## config.mk

```make
export PLATFORM = sky130hd
export DESIGN_NAME = alu8_core
export DESIGN_NICKNAME = d
export VERILOG_FILES = /design/src/rtl/alu8_pkg.sv /design/src/rtl/alu8_arith_unit.sv /design/src/rtl/alu8_logic_unit.sv /design/src/rtl/alu8_shift_unit.sv /design/src/rtl/alu8_core.sv
export SDC_FILE = /design/constraint.sdc
export NUM_CORES = 1
export LEC_CHECK = 0
export BUFFER_PORTS_ARGS = -buffer_cell sky130_fd_sc_hd__buf_2
export CORE_ASPECT_RATIO = 2
export CORE_MARGIN = 3
export CORE_UTILIZATION = 50
export CTS_BUF_LIST = sky130_fd_sc_hd__clkbuf_4
export CTS_CLUSTER_DIAMETER = 30
export CTS_CLUSTER_SIZE = 30
export DETAILED_ROUTE_END_ITERATION = 16
export PLACE_DENSITY = 0.87
export SYNTH_ARGS = -nofsm -noshare
export SYNTH_HDL_FRONTEND = slang
export SYNTH_SLANG_ARGS = --single-unit
```

## constraint.sdc

```tcl
create_clock -name clk -period 7.1 [get_ports clk]
set_input_delay 1.42 -clock clk [delete_from_list [all_inputs] [get_ports clk]]
set_output_delay 1.42 -clock clk [all_outputs]
set_load 0.02 [all_outputs]
```

## src/rtl/alu8_pkg.sv

```systemverilog
package alu8_pkg;

    // Operation codes (the encoding is fixed by the surrounding decoder)
    localparam logic [3:0] OP_DIV = 4'b0100;
    localparam logic [3:0] OP_INC = 4'b0101;
    localparam logic [3:0] OP_DEC = 4'b0110;
    localparam logic [3:0] OP_MUL = 4'b0111;
    localparam logic [3:0] OP_AND = 4'b1000;
    localparam logic [3:0] OP_OR  = 4'b1001;
    localparam logic [3:0] OP_COM = 4'b1010;
    localparam logic [3:0] OP_XOR = 4'b1011;
    localparam logic [3:0] OP_SHR = 4'b1100;
    localparam logic [3:0] OP_SHL = 4'b1101;
    localparam logic [3:0] OP_ROR = 4'b1110;
    localparam logic [3:0] OP_ROL = 4'b1111;

    // Operation class taken from the two upper code bits
    localparam logic [1:0] CLS_ARITH_LO = 2'b00;
    localparam logic [1:0] CLS_ARITH_HI = 2'b01;
    localparam logic [1:0] CLS_LOGIC    = 2'b10;
    localparam logic [1:0] CLS_SHIFT    = 2'b11;

    localparam int NUM_FLAGS = 4;

    // One bit per condition flag; used for values and for update masks
    typedef struct packed {
        logic n;
        logic z;
        logic v;
        logic c;
    } flag_vec_t;

endpackage

```

## src/rtl/alu8_arith_unit.sv

```systemverilog
module alu8_arith_unit
    import alu8_pkg::*;
#(
    parameter int WIDTH = 8
) (
    input  logic [WIDTH-1:0] a_i,
    input  logic [3:0]       sel_i,
    input  logic [WIDTH-1:0] mul_lo_i,
    input  logic [WIDTH-1:0] div_q_i,
    output logic [WIDTH-1:0] res_o,
    output flag_vec_t        flags_o,
    output flag_vec_t        upd_o
);

    localparam int MSB = WIDTH - 1;
    localparam logic [WIDTH-1:0] MAX_POS = {1'b0, {(WIDTH-1){1'b1}}};
    localparam logic [WIDTH-1:0] MIN_NEG = {1'b1, {(WIDTH-1){1'b0}}};
    localparam logic [WIDTH-1:0] ONE     = WIDTH'(1);

    logic [WIDTH-1:0] res_d;
    logic             ovf_d;

    always_comb begin
        res_d = '0;
        ovf_d = 1'b0;
        upd_o = '0;
        unique case (sel_i)
            OP_INC: begin
                res_d = a_i + ONE;
                ovf_d = (a_i == MAX_POS);
                upd_o = '{n: 1'b1, z: 1'b1, v: 1'b1, c: 1'b0};
            end
            OP_DEC: begin
                res_d = a_i - ONE;
                ovf_d = (a_i == MIN_NEG);
                upd_o = '{n: 1'b1, z: 1'b1, v: 1'b1, c: 1'b0};
            end
            OP_MUL: begin
                res_d = mul_lo_i;
                upd_o = '{n: 1'b0, z: 1'b0, v: 1'b0, c: 1'b1};
            end
            OP_DIV: begin
                res_d = div_q_i;
                upd_o = '{n: 1'b0, z: 1'b1, v: 1'b0, c: 1'b0};
            end
            default: begin
                res_d = '0;
                upd_o = '0;
            end
        endcase
    end

    assign res_o      = res_d;
    assign flags_o.n  = res_d[MSB];
    assign flags_o.z  = (res_d == '0);
    assign flags_o.v  = ovf_d;
    assign flags_o.c  = mul_lo_i[MSB];

endmodule

```

## src/rtl/alu8_logic_unit.sv

```systemverilog
module alu8_logic_unit
    import alu8_pkg::*;
#(
    parameter int WIDTH = 8
) (
    input  logic [WIDTH-1:0] a_i,
    input  logic [WIDTH-1:0] b_i,
    input  logic [1:0]       fn_i,
    output logic [WIDTH-1:0] res_o,
    output flag_vec_t        flags_o,
    output flag_vec_t        upd_o
);

    localparam int MSB = WIDTH - 1;

    logic [WIDTH-1:0] res_d;

    always_comb begin
        unique case (fn_i)
            2'b00:   res_d = a_i & b_i;
            2'b01:   res_d = a_i | b_i;
            2'b10:   res_d = ~a_i;
            default: res_d = a_i ^ b_i;
        endcase
    end

    assign res_o     = res_d;
    assign flags_o.n = res_d[MSB];
    assign flags_o.z = (res_d == '0);
    assign flags_o.v = 1'b0;
    assign flags_o.c = 1'b0;
    assign upd_o     = '{n: 1'b1, z: 1'b1, v: 1'b1, c: 1'b0};

endmodule

```

## src/rtl/alu8_shift_unit.sv

```systemverilog
module alu8_shift_unit
    import alu8_pkg::*;
#(
    parameter int WIDTH = 8
) (
    input  logic [WIDTH-1:0] a_i,
    input  logic             cin_i,
    input  logic [1:0]       fn_i,
    output logic [WIDTH-1:0] res_o,
    output flag_vec_t        flags_o,
    output flag_vec_t        upd_o
);

    localparam int MSB = WIDTH - 1;

    logic             is_left;
    logic             fill_bit;
    logic [WIDTH-1:0] res_d;
    logic             out_bit;

    // fn_i[1] selects rotate (fill from carry input), fn_i[0] selects left
    assign is_left  = fn_i[0];
    assign fill_bit = fn_i[1] ? cin_i : 1'b0;

    always_comb begin
        if (is_left) begin
            res_d   = {a_i[MSB-1:0], fill_bit};
            out_bit = a_i[MSB];
        end else begin
            res_d   = {fill_bit, a_i[MSB:1]};
            out_bit = a_i[0];
        end
    end

    assign res_o     = res_d;
    assign flags_o.n = res_d[MSB];
    assign flags_o.z = (res_d == '0);
    assign flags_o.c = out_bit;
    assign flags_o.v = res_d[MSB] ^ out_bit;
    assign upd_o     = '{n: 1'b1, z: 1'b1, v: 1'b1, c: 1'b1};

endmodule

```

## src/rtl/alu8_core.sv

```systemverilog
module alu8_core
    import alu8_pkg::*;
#(
    parameter int WIDTH = 8
) (
    input  logic             clk,
    input  logic             rst_n,
    input  logic [WIDTH-1:0] opnd_a,
    input  logic [WIDTH-1:0] opnd_b,
    input  logic [3:0]       op_sel,
    input  logic             carry_in,
    input  logic [WIDTH-1:0] mul_lo_in,
    input  logic [WIDTH-1:0] div_quo_in,
    output logic [WIDTH-1:0] alu_result,
    output logic             flag_n,
    output logic             flag_z,
    output logic             flag_v,
    output logic             flag_c,
    output logic             wr_en_n,
    output logic             wr_en_z,
    output logic             wr_en_v,
    output logic             wr_en_c
);

    typedef struct packed {
        logic [WIDTH-1:0] res;
        flag_vec_t        flags;
        flag_vec_t        upd;
    } alu_state_t;

    logic [WIDTH-1:0] ar_res, lg_res, sh_res;
    flag_vec_t        ar_flags, lg_flags, sh_flags;
    flag_vec_t        ar_upd, lg_upd, sh_upd;

    logic [WIDTH-1:0]     sel_res;
    flag_vec_t            sel_flags;
    flag_vec_t            sel_upd;
    logic [NUM_FLAGS-1:0] merged_flags;

    alu_state_t st_d, st_q;

    alu8_arith_unit #(.WIDTH(WIDTH)) u_arith (
        .a_i      (opnd_a),
        .sel_i    (op_sel),
        .mul_lo_i (mul_lo_in),
        .div_q_i  (div_quo_in),
        .res_o    (ar_res),
        .flags_o  (ar_flags),
        .upd_o    (ar_upd)
    );

    alu8_logic_unit #(.WIDTH(WIDTH)) u_logic (
        .a_i     (opnd_a),
        .b_i     (opnd_b),
        .fn_i    (op_sel[1:0]),
        .res_o   (lg_res),
        .flags_o (lg_flags),
        .upd_o   (lg_upd)
    );

    alu8_shift_unit #(.WIDTH(WIDTH)) u_shift (
        .a_i     (opnd_a),
        .cin_i   (carry_in),
        .fn_i    (op_sel[1:0]),
        .res_o   (sh_res),
        .flags_o (sh_flags),
        .upd_o   (sh_upd)
    );

    // Pick the unit that owns this operation class
    always_comb begin
        unique case (op_sel[3:2])
            CLS_LOGIC: begin
                sel_res   = lg_res;
                sel_flags = lg_flags;
                sel_upd   = lg_upd;
            end
            CLS_SHIFT: begin
                sel_res   = sh_res;
                sel_flags = sh_flags;
                sel_upd   = sh_upd;
            end
            default: begin
                sel_res   = ar_res;
                sel_flags = ar_flags;
                sel_upd   = ar_upd;
            end
        endcase
    end

    // Per flag: take the new value if updated, otherwise keep the stored one
    for (genvar gi = 0; gi < NUM_FLAGS; gi++) begin : g_flag_hold
        assign merged_flags[gi] = sel_upd[gi] ? sel_flags[gi] : st_q.flags[gi];
    end

    always_comb begin
        st_d       = st_q;
        st_d.res   = sel_res;
        st_d.flags = merged_flags;
        st_d.upd   = sel_upd;
    end

    always_ff @(posedge clk) begin
        if (!rst_n) begin
            st_q <= '0;
        end else begin
            st_q <= st_d;
        end
    end

    assign alu_result = st_q.res;
    assign flag_n     = st_q.flags.n;
    assign flag_z     = st_q.flags.z;
    assign flag_v     = st_q.flags.v;
    assign flag_c     = st_q.flags.c;
    assign wr_en_n    = st_q.upd.n;
    assign wr_en_z    = st_q.upd.z;
    assign wr_en_v    = st_q.upd.v;
    assign wr_en_c    = st_q.upd.c;

endmodule

```

==> Word level (Yosys, flattened, before mapping) <==
Index checks and enable logic that the tools add are counted.
{ "op_classes": {"eq_ne": 10, "n_bitwise": 5, "n_mux": 10, "n_addsub": 2, "n_reduce_logical": 5} }
{ "op_table": {"columns": ["cell", "count"], "rows": [
  ["one-hot mux 8 bit (4 select lines)", 1],
  ["logical NOT 8 bit", 3],
  ["one-hot mux 8 bit (3 select lines)", 1],
  ["equality test 4 x 3 -> 1 bit (second input constant)", 4],
  ["one-hot mux 4 bit (2 select lines)", 2],
  ["one-hot mux 8 bit (2 select lines)", 1],
  ["one-hot mux 4 bit (3 select lines)", 1],
  ["adder 8 x 1 -> 8 bit (second input constant)", 1],
  ["bitwise AND 8 bit", 1],
  ["equality test 8 x 7 -> 1 bit (second input constant)", 1],
  ["equality test 8 bit (second input constant)", 1],
  ["two-way mux 8 bit", 1],
  ["inverter 8 bit", 1],
  ["bitwise OR 8 bit", 1],
  ["subtractor 8 x 1 -> 8 bit (second input constant)", 1],
  ["bitwise XOR 8 bit", 1],
  ["equality test 2 bit (second input constant)", 3],
  ["equality test 2 x 1 -> 1 bit (second input constant)", 1],
  ["logical NOT 2 bit", 1],
  ["two-way mux 1 bit", 2],
  ["one-hot mux 1 bit (2 select lines)", 1],
  ["OR reduction 2 bit", 1],
  ["bitwise XOR 1 bit", 1]
]} }
{ "totals": {"in_bits": 39, "reg_bits": 16, "elab_cells": 41, "out_inout_bits": 16} }

==> Depth between registers and ports, before layout <==
Gate-level depths: netlist of run 1.
{ "depth": {"depth_word": 4, "ltp_mapped": 11} }

==> Cells and area by module <==
From an unflattened synthesis of run 1, not the netlist that was laid out.
{ "unflattened": {"cells_unflattened": 298, "hier_area_um2": 2392.3} }
{ "modules_own_cells": {"columns": ["module", "cells_each", "instances", "area_each_um2"], "rows": [
  ["alu8_core", 83, 1, 809.5],
  ["alu8_arith_unit", 116, 1, 765.7],
  ["alu8_logic_unit", 65, 1, 593.1],
  ["alu8_shift_unit", 34, 1, 224.0]
]} }

==> Least setup slack after synthesis of run 1 <==
No wires, ideal clock.
{ "synth_timing": {"kind": "input -> register", "startpoint": "input op_sel[3]", "endpoint": "register st_q, in the netlist flag_z", "setup_ps": 96, "path_slack_ps": 3432, "t_arrival_ps": 3572, "path_buffers": 2, "stages": 11, "cell_sequence": "buf_6 nor4bb_4 buf_4 xnor2_1 ha_1 nor4b_1 a311o_1 a222oi_1 o21a_1 o211ai_1 o41ai_2"} }
{ "synth_via": {"elab_chain_cells": 4} }
{ "synth_rtl": {"columns": ["element", "line_no", "rtl"], "rows": [
  ["from (decl)", "alu8_core.sv:10", "input logic [3:0] op_sel,"],
  ["equality test 4 x 3 -> 1 bit", "alu8_arith_unit.sv:27", "unique case (sel_i)"],
  ["one-hot mux 8 bit (4 select lines) / OR reduction 2 bit (equally long branches)", null, null],
  ["logical NOT 8 bit / one-hot mux 4 bit (3 select lines) (equally long branches)", "alu8_arith_unit.sv:55, alu8_arith_unit.sv:27", null],
  ["one-hot mux 4 bit (2 select lines)", "alu8_core.sv:72", "unique case (op_sel[3:2])"],
  ["to (signal assigned)", "alu8_core.sv:107", "st_q <= st_d;"],
  ["to (decl)", "alu8_core.sv:40", "alu_state_t st_d, st_q;"]
]} }
Parallel ways exist; a longest one is shown, timed or not.
A chain may end at the register's enable or synchronous reset.

==> Final worst setup path of run 1 <==
{ "layout_timing": {"startpoint": "input op_sel[0]", "endpoint": "register st_q, in the netlist flag_z"} }
{ "layout_via": {"elab_chain_cells": 4} }
{ "layout_rtl": {"columns": ["element", "line_no", "rtl"], "rows": [
  ["equality test 4 x 3 -> 1 bit (tied with other cells)", "alu8_arith_unit.sv:27", null],
  ["one-hot mux 8 bit (4 select lines) (tied with other cells)", "alu8_arith_unit.sv:27", null],
  ["logical NOT 8 bit (tied with other cells)", "alu8_arith_unit.sv:55", "assign flags_o.z = (res_d == '0);"],
  ["one-hot mux 4 bit (2 select lines)", "alu8_core.sv:72", null]
]} }
Parallel ways exist; a longest one is shown, timed or not.

==> results.ini, run 1 <==
[grt]
grt_pass1_wl_um=8220
antenna_found_initial=0
grt_usage=0.222
grt_max_degree=52
grt_pass1_vias=1853
overflow=0

[hold_path]
hold_end=flag_n
hp-start=flag_n
hp-class=reg2reg
whs_path_depth=2

[finish]
final_util=0.591
syn2layout_area_growth_pct=12.8
drive_above_1_share=0.238
final_cell_mix=buf_2, nand2_1, inv_1
multiInputGateArea_um2=1390
regArea_um2=300
final_common_cell=buf_2
fin_nets=351
nFillCells=380
antenna_cells=0

[sta]
timing_hold_violations_final=0
period_share=0.591
rsz0062_at_grt=false
worstMarginPinSlew_ns=0.872
tns_ns=0
period_minus_slack_ns=4.19
holdWs_ns=0.476
skew_ns=0
max_freq_mhz=239
drv_slew=0
setup_viol_count_final=0
slew_headroom=0.419

[clock_network]
cts_buffer_depth=2
clk_pin_slew_ns=0.08
cts_tree=built
cts_resized=0
post_cts_buffers=0
postCtsHoldBufs=0
clock-sinks=15
htreeDepth=1
clk_latency_ns=0.28
cts_buffers=3
cts_root_buf=clkbuf_4

[power_and_ir_drop]
p_per_area_nw_per_um2=117
ir_worst_vdd_mv=0.0704
power_leakage_uw=0.00105

[synth]
synth_ff_type=dfxtp_1
syn-num-nets=314
yosysSeqAreaShare=0.157
yosys_warnings=0
syn_area_per_cell_um2=7.41
synth_edf_count=0
synthArstFlopShare=0
synth.distinct_cells=54
synth-seq-cells=15
syn_area_um2=1910
syn_inst=258

[setup_path]
reg2regPathDepth=4
endpoint_kind=flip-flop
critPathMaxFanout=51
required_ns=7.29
arrival_ns=4.39
critPathKind=in2reg
start_kind=input port
r2r_end=flag_z
regToRegSetupSlack_ns=5.73
r2r_start=flag_z

[drt]
avgViaCountPerCell=5.86
drt_first_pass_iters=4
drc=0
drt_iter0_drc=84
wl_per_cell_um=14.8
num_vias=2010
routed_wl_um=5070
ant_nets=0

[die]
die_h_um=93.4
start_util=0.524
ioPinCount=55
die-area_um2=4640
die_x_um=49.7
placement_rows=31
core_area_um2=3650

[place]
gp_congestion=0.969
port_buffers=54
hpwlAfterDp_um=4030

[flow_run]
max-cap-violations=0

[outcome]
status=complete, no violations

-- where the power goes --
| group | internal (uW) | switching, uW |
|---|---|---|
| Combinational | 44.5 | 65.6 |
| Clock | 25.7 | 25.4 |
| Sequential | 89.9 | 1.59 |
-- metal layers --
metal / share of wire / routed length, um / global-route usage
met3: 0.075 / 379 / 0.0287
met4: 0.038 / 192 / 0.129
met5: 0 / 0 / 0
met1: 0.36 / 1810 / 0.232
met2: 0.53 / 2690 / 0.407
-- how the worst max path moves through the flow --
stage / start / to / cells past startpoint
after floorplan: op_sel[3] / flag_z / 11
after global placement: op_sel[0] / flag_z / 10
final: op_sel[0] / flag_z / 10
after detailed placement: op_sel[0] / flag_z / 10
after CTS: op_sel[0] / flag_z / 10
after global routing: op_sel[0] / flag_z / 10
-- per-stage QoR --
stage,power [uW],cell area [um^2],setup slack (ns),cells
final,253,2160,2.91,343
after floorplan,171,1910,3.43,258
after global placement,199,2130,2.77,339
after global routing,271,2160,2.64,343
after CTS,253,2160,2.95,343
after detailed placement,202,2130,2.65,339
-- critical path, cell delays in order --
cell,delay [ns]
buf_2,0.38
nor4bb_4,0.80
xnor2_1,0.19
ha_1,0.29
nor4b_1,0.09
a311o_1,0.35
a222oi_1,0.35
o21a_1,0.19
o211ai_1,0.09
o41ai_2,0.22
-- flip-flops by register name, indices dropped and copies added (netlist names) --
signal	flops
wr_en_z	1
flag_n	1
wr_en_n	1
flag_c	1
alu_result	8
flag_v	1
wr_en_c	1
flag_z	1
-- synthesized netlist by cell type, drive strengths merged (2+ instances only) --
cell type	instances	area [um^2]
o21ai	20	100
nor4	5	31.3
dfxtp	15	300
buf	14	86.3
o211ai	6	50.1
a31oi	6	37.5
nand4	2	12.5
and3	2	12.5
and2	2	12.5
xnor2	5	43.8
and4	2	17.5
nand2b	9	56.3
clkbuf	8	30.0
ha	17	213
nor3	7	35.0
nand3b	3	22.5
a22o	2	17.5
o21a	3	22.5
inv	28	105
a211oi	2	15.0
nand2	29	109
mux2i	5	50.1
nor2	18	67.6
a22oi	5	37.5
a211o	2	17.5
o2111ai	2	17.5
a21oi	7	35.0
nand3	8	45.0
mux4	6	135
-- cells by family (layout without fill, tap and decap cells) --
family                     Yosys count  in the layout  share of synthesized area
muxes                               11             11                     0.0969
AOI/OAI and AO/OA                   65             65                      0.234
adders and majority gates           17             17                      0.111
DFF                                 15             15                      0.157
and+or+nand+nor                     94             94                      0.257
xor gates and xnor gates             6              6                     0.0275
buffers and inverters               50             86                      0.116
-- cell type report --
type	instances	area share
clock buffer	4	0.0139
inverter	28	0.0488
multi-input combinational	193	0.644
sequential	15	0.139
tap	49	0.0284
timing repair buffer	54	0.125
Note: power is estimated with default switching activity, not from simulation.
==> inputs of run 2 (changes only) <==
- CORE_UTILIZATION: 50 -> 49
- PLACE_DENSITY: 0.87 -> 0.89
- clock period: 7.1 -> 3.65 ns (I/O delays scaled with it)
==> run 2 against run 1 <==
Effect of this change:
- core utilization up 0.19 points
- sequential cell count unchanged
- hold slack better by 0.018 ns
- combinational power up 98%
- clock skew unchanged
- sequential share of layout area down 0.19 points
- total power up 97%
- via count up 2.1%
- die area up 1.9%
- final cell count up 1.2%
- sequential power up 95%
- largest cell class unchanged
==> results.ini, run 2 (synthesis gave the netlist of run 1 again) <==
[power_and_ir_drop]
power_leakage_uw=0.00107
p_per_area_nw_per_um2=228
ir_worst_vdd_mv=0.146
p_comb_frac=0.438
switching_share=0.370
p_clk_frac=0.205
pwr-share-seq=0.357
internal-power_uw=313
p_switching_uw=184

[sta]
slew_headroom=0.684
holdWs_ns=0.494
setup_ws_ns=0.725
setup_viol_count_final=0
skew_ns=0
period_share=0.801
max_freq_mhz=342
tns_ns=0
drv_slew=0
period_minus_slack_ns=2.93
rsz0062_at_grt=false
worstMarginPinSlew_ns=0.462
timing_hold_violations_final=0

[place]
pre_cts_slack_ns=0.454
place_area_um2=2160
hpwlAfterDp_um=4070
port_buffers=54
gp_congestion=0.912

[finish]
final_cell_mix=buf_2, nand2_1, inv_1
finalInstanceArea_um2=2190
syn2layout_area_growth_pct=14.4
final_common_cell=buf_2
antenna_cells=0
fin_nets=355
largest_reg_flops=8
drive_above_1_share=0.248

[hold_path]
whs_path_depth=2
hp-start=flag_n
hold_end=flag_n
hp-class=reg2reg

[grt]
grt_pass1_wl_um=8260
use_met2=0.393
grt_max_degree=51
antenna_found_initial=0
overflow=0
grt_use_met1=0.242
grt-busiest-layer=met2
grt_usage=0.223
use_met3=0.0111
grt_pass1_vias=1840

[clock_network]
post_cts_buffers=0
clk_latency_ns=0.29
cts_buffer_depth=2
cts_root_buf=clkbuf_4
htreeDepth=1
postCtsHoldBufs=0
cts_resized=0
cts_tree=built
cts_buffers=3
clock-sinks=15
clk_pin_slew_ns=0.08

[setup_path]
crit_buf_inv=1
required_ns=3.85
cpLargestDelayFamily=compound AO/OA/AOI/OAI gates
cp_slowest_cell=a222oi_1
critPathKind=in2reg
max_stage_delay_ns=0.36
regToRegSetupSlack_ns=2.27
start_kind=input port
r2r_end=flag_z
crit_chain=buf_2, nor4bb_4, xnor2_1, ha_1, nor4b_1, a311o_1, a222oi_1, o21a_1, o211ai_1, o41ai_2
critPathMaxFanout=22
r2r_start=flag_z
arrival_ns=3.12
reg2regPathDepth=4
startpoint=op_sel[1]
endpoint_kind=flip-flop

[die]
start_util=0.519
placement_rows=31
die-area_um2=4730
ioPinCount=55
die_h_um=94.3
die_x_um=50.2
core_area_um2=3680

[flow_run]
max-cap-violations=0

[drt]
num_vias=2052
avgViaCountPerCell=5.91
ant_nets=0
drt_iter0_drc=76
wl_per_cell_um=15.0
drt_first_pass_iters=4
drc=0
routed_wl_um=5200

[outcome]
status=complete, no violations

## run 2: worst max path at each step
stage | depth (start not counted) | to
after floorplan | 11 | flag_z
after CTS | 10 | flag_z
after global routing | 10 | flag_z
after detailed placement | 10 | flag_z
final | 10 | flag_z
after global placement | 10 | flag_z
## run 2: through the flow
stage | power [uW] | utilization | cells
floorplan | 333 | - | 258
global placement | 391 | 0.585 | 343
detailed placement | 396 | 0.585 | 343
CTS | 495 | 0.593 | 347
global route | 526 | 0.593 | 347
finish | 498 | 0.593 | 347
## run 2: layout make-up
class,instances,area (um^2)
fill,336,1500
tap,49,61.3
multi-input combinational,193,1390
clock buffer,4,30.0
inverter,28,105
sequential,15,300
timing repair buffer,58,300
## run 2: power by group through the flow
stage                     registers (uW)  logic (uW)  clock network, uW
after floorplan                      197         136                  0
after global routing                 179         240                106
after detailed placement             182         215                  0
after CTS                            178         216                101
after global placement               182         210                  0
final                                178         218                102
## run 2: worst reg2reg max path, delay by kind of cell, from the launching register on
| kind | cells | cell delay [ns] |
|---|---|---|
| AO/OA/AOI/OAI | 4 | 0.94 |
| flip-flops | 1 | 0.36 |
## run 2: metal layers
metal	wire (um)	up-vias
met2	2690	96
met5	0	-
met3	284	21
met4	269	0
met1	1960	938
li1	-	997
==> inputs of run 3 (changes only) <==
- CORE_UTILIZATION: 49 -> 50
- PLACE_DENSITY: 0.89 -> 0.87
- clock period: 3.65 -> 3 ns (I/O delays scaled with it)
==> run 3 against run 2 <==
Effect of this change:
- hold slack got worse by 0.012 ns
- global-route usage increased by 1.7 points
- sequential cell count unchanged
- sequential share of layout area decreased by 0.094 points
- first-iteration DRC count decreased by 12%
- worst setup slack got worse by 0.31 ns
- critical path depth unchanged
- via count increased by 1.8%
- non-clock buffer count increased by 2
- sequential power increased by 22%
- register-to-register slack got worse by 0.62 ns
- clock power increased by 25%
- largest cell class unchanged
- highest routed layer unchanged
==> results.ini, run 3 (synthesis gave the netlist of run 1 again) <==
[outcome]
status=complete, no violations

[sta]
setup_ws_ns=0.414
slew_headroom=0.685
setup_viol_count_final=0
timing_hold_violations_final=0
rsz0062_at_grt=false
worstMarginPinSlew_ns=0.472
skew_ns=0
period_minus_slack_ns=2.59
drv_slew=0
max_freq_mhz=387
period_share=0.862
tns_ns=0
holdWs_ns=0.481

[finish]
drive_above_1_share=0.253
multiInputGateArea_um2=1390
largest_reg_flops=8
regArea_um2=300
syn2layout_area_growth_pct=15.2
finalInstanceArea_um2=2200
antenna_cells=0
final_common_cell=buf_2
final_cell_mix=buf_2, nand2_1, inv_1
fin_nets=357
nFillCells=385

[setup_path]
max_stage_delay_ns=0.37
critPathKind=in2reg
arrival_ns=2.79
cp_slowest_cell=a222oi_1
r2r_start=flag_z
r2r_end=flag_z
reg2regPathDepth=4
cpLargestDelayFamily=compound AO/OA/AOI/OAI gates
start_kind=input port
regToRegSetupSlack_ns=1.65
crit_chain=buf_2, nor4bb_4, xnor2_1, ha_1, nor4b_1, a311o_1, a222oi_1, o21a_1, o211ai_1, o41ai_2
crit_buf_inv=1
required_ns=3.20
endpoint_kind=flip-flop
critPathMaxFanout=6

[die]
start_util=0.524
ioPinCount=55
die_x_um=49.7
die-area_um2=4640
die_h_um=93.4
placement_rows=31
core_area_um2=3650

[clock_network]
cts_resized=0
cts_buffers=3
post_cts_buffers=0
cts_root_buf=clkbuf_4
clk_latency_ns=0.29
clk_pin_slew_ns=0.09
cts_tree=built
postCtsHoldBufs=0
clock-sinks=15
cts_buffer_depth=2
htreeDepth=1

[flow_run]
max-cap-violations=0

[grt]
grt_usage=0.240
grt-busiest-layer=met2
grt_max_degree=51
use_met2=0.439
grt_use_met1=0.245
grt_pass1_wl_um=8850
antenna_found_initial=0
grt_pass1_vias=2017
use_met3=0.0271
overflow=0

[place]
place_area_um2=2170
pre_cts_slack_ns=0.120
port_buffers=54
hpwlAfterDp_um=4300
gp_congestion=0.945

[power_and_ir_drop]
power_uw=611
power_leakage_uw=0.00108
p_per_area_nw_per_um2=278
ir_worst_vdd_mv=0.162

[hold_path]
hold_end=flag_n
hp-start=flag_n
hp-class=reg2reg
whs_path_depth=2

[drt]
num_vias=2088
wl_per_cell_um=15.2
avgViaCountPerCell=5.98
routed_wl_um=5310
drt_first_pass_iters=4
ant_nets=0
drt_iter0_drc=67
drc=0

[run 3: area by class of cell]
class / count / area share
well taps: 49 / 0.0279
inverters: 28 / 0.0478
multi-input cells: 193 / 0.631
flip-flops and latches: 15 / 0.136
repair buffers: 60 / 0.143
clock buffers: 4 / 0.0136
[run 3: power breakdown]
| group | total, uW | switching, uW | leakage (uW) | internal [uW] |
|---|---|---|---|---|
| combinational | 267 | 157 | 0.000933 | 110 |
| clock | 127 | 66.4 | 0.0000184 | 60.9 |
| sequential | 217 | 4.05 | 0.000124 | 213 |
[run 3: per-layer routing]
layer	routed length [um]	up-vias
met5	0	-
met4	286	0
met3	309	22
met2	2850	94
met1	1870	967
li1	-	1005
[run 3: worst max-delay path by stage]
stage / start / to / depth (start not counted)
after floorplan: op_sel[3] / flag_z / 11
after global placement: op_sel[0] / flag_z / 10
after detailed placement: op_sel[0] / flag_z / 10
after CTS: op_sel[0] / flag_z / 10
after global routing: op_sel[0] / flag_z / 10
final: op_sel[0] / flag_z / 10
[run 3: worst min-delay path: stages (launching register included)]
cell and delay (ns):
dfxtp_1 0.31, nand2_1 0.05, a31oi_1 0.07
[run 3: stage by stage]
stage	util	cells
CTS	0.604	349
finish	0.604	349
global placement	0.595	345
global route	0.604	349
floorplan	-	258
detailed placement	0.595	345
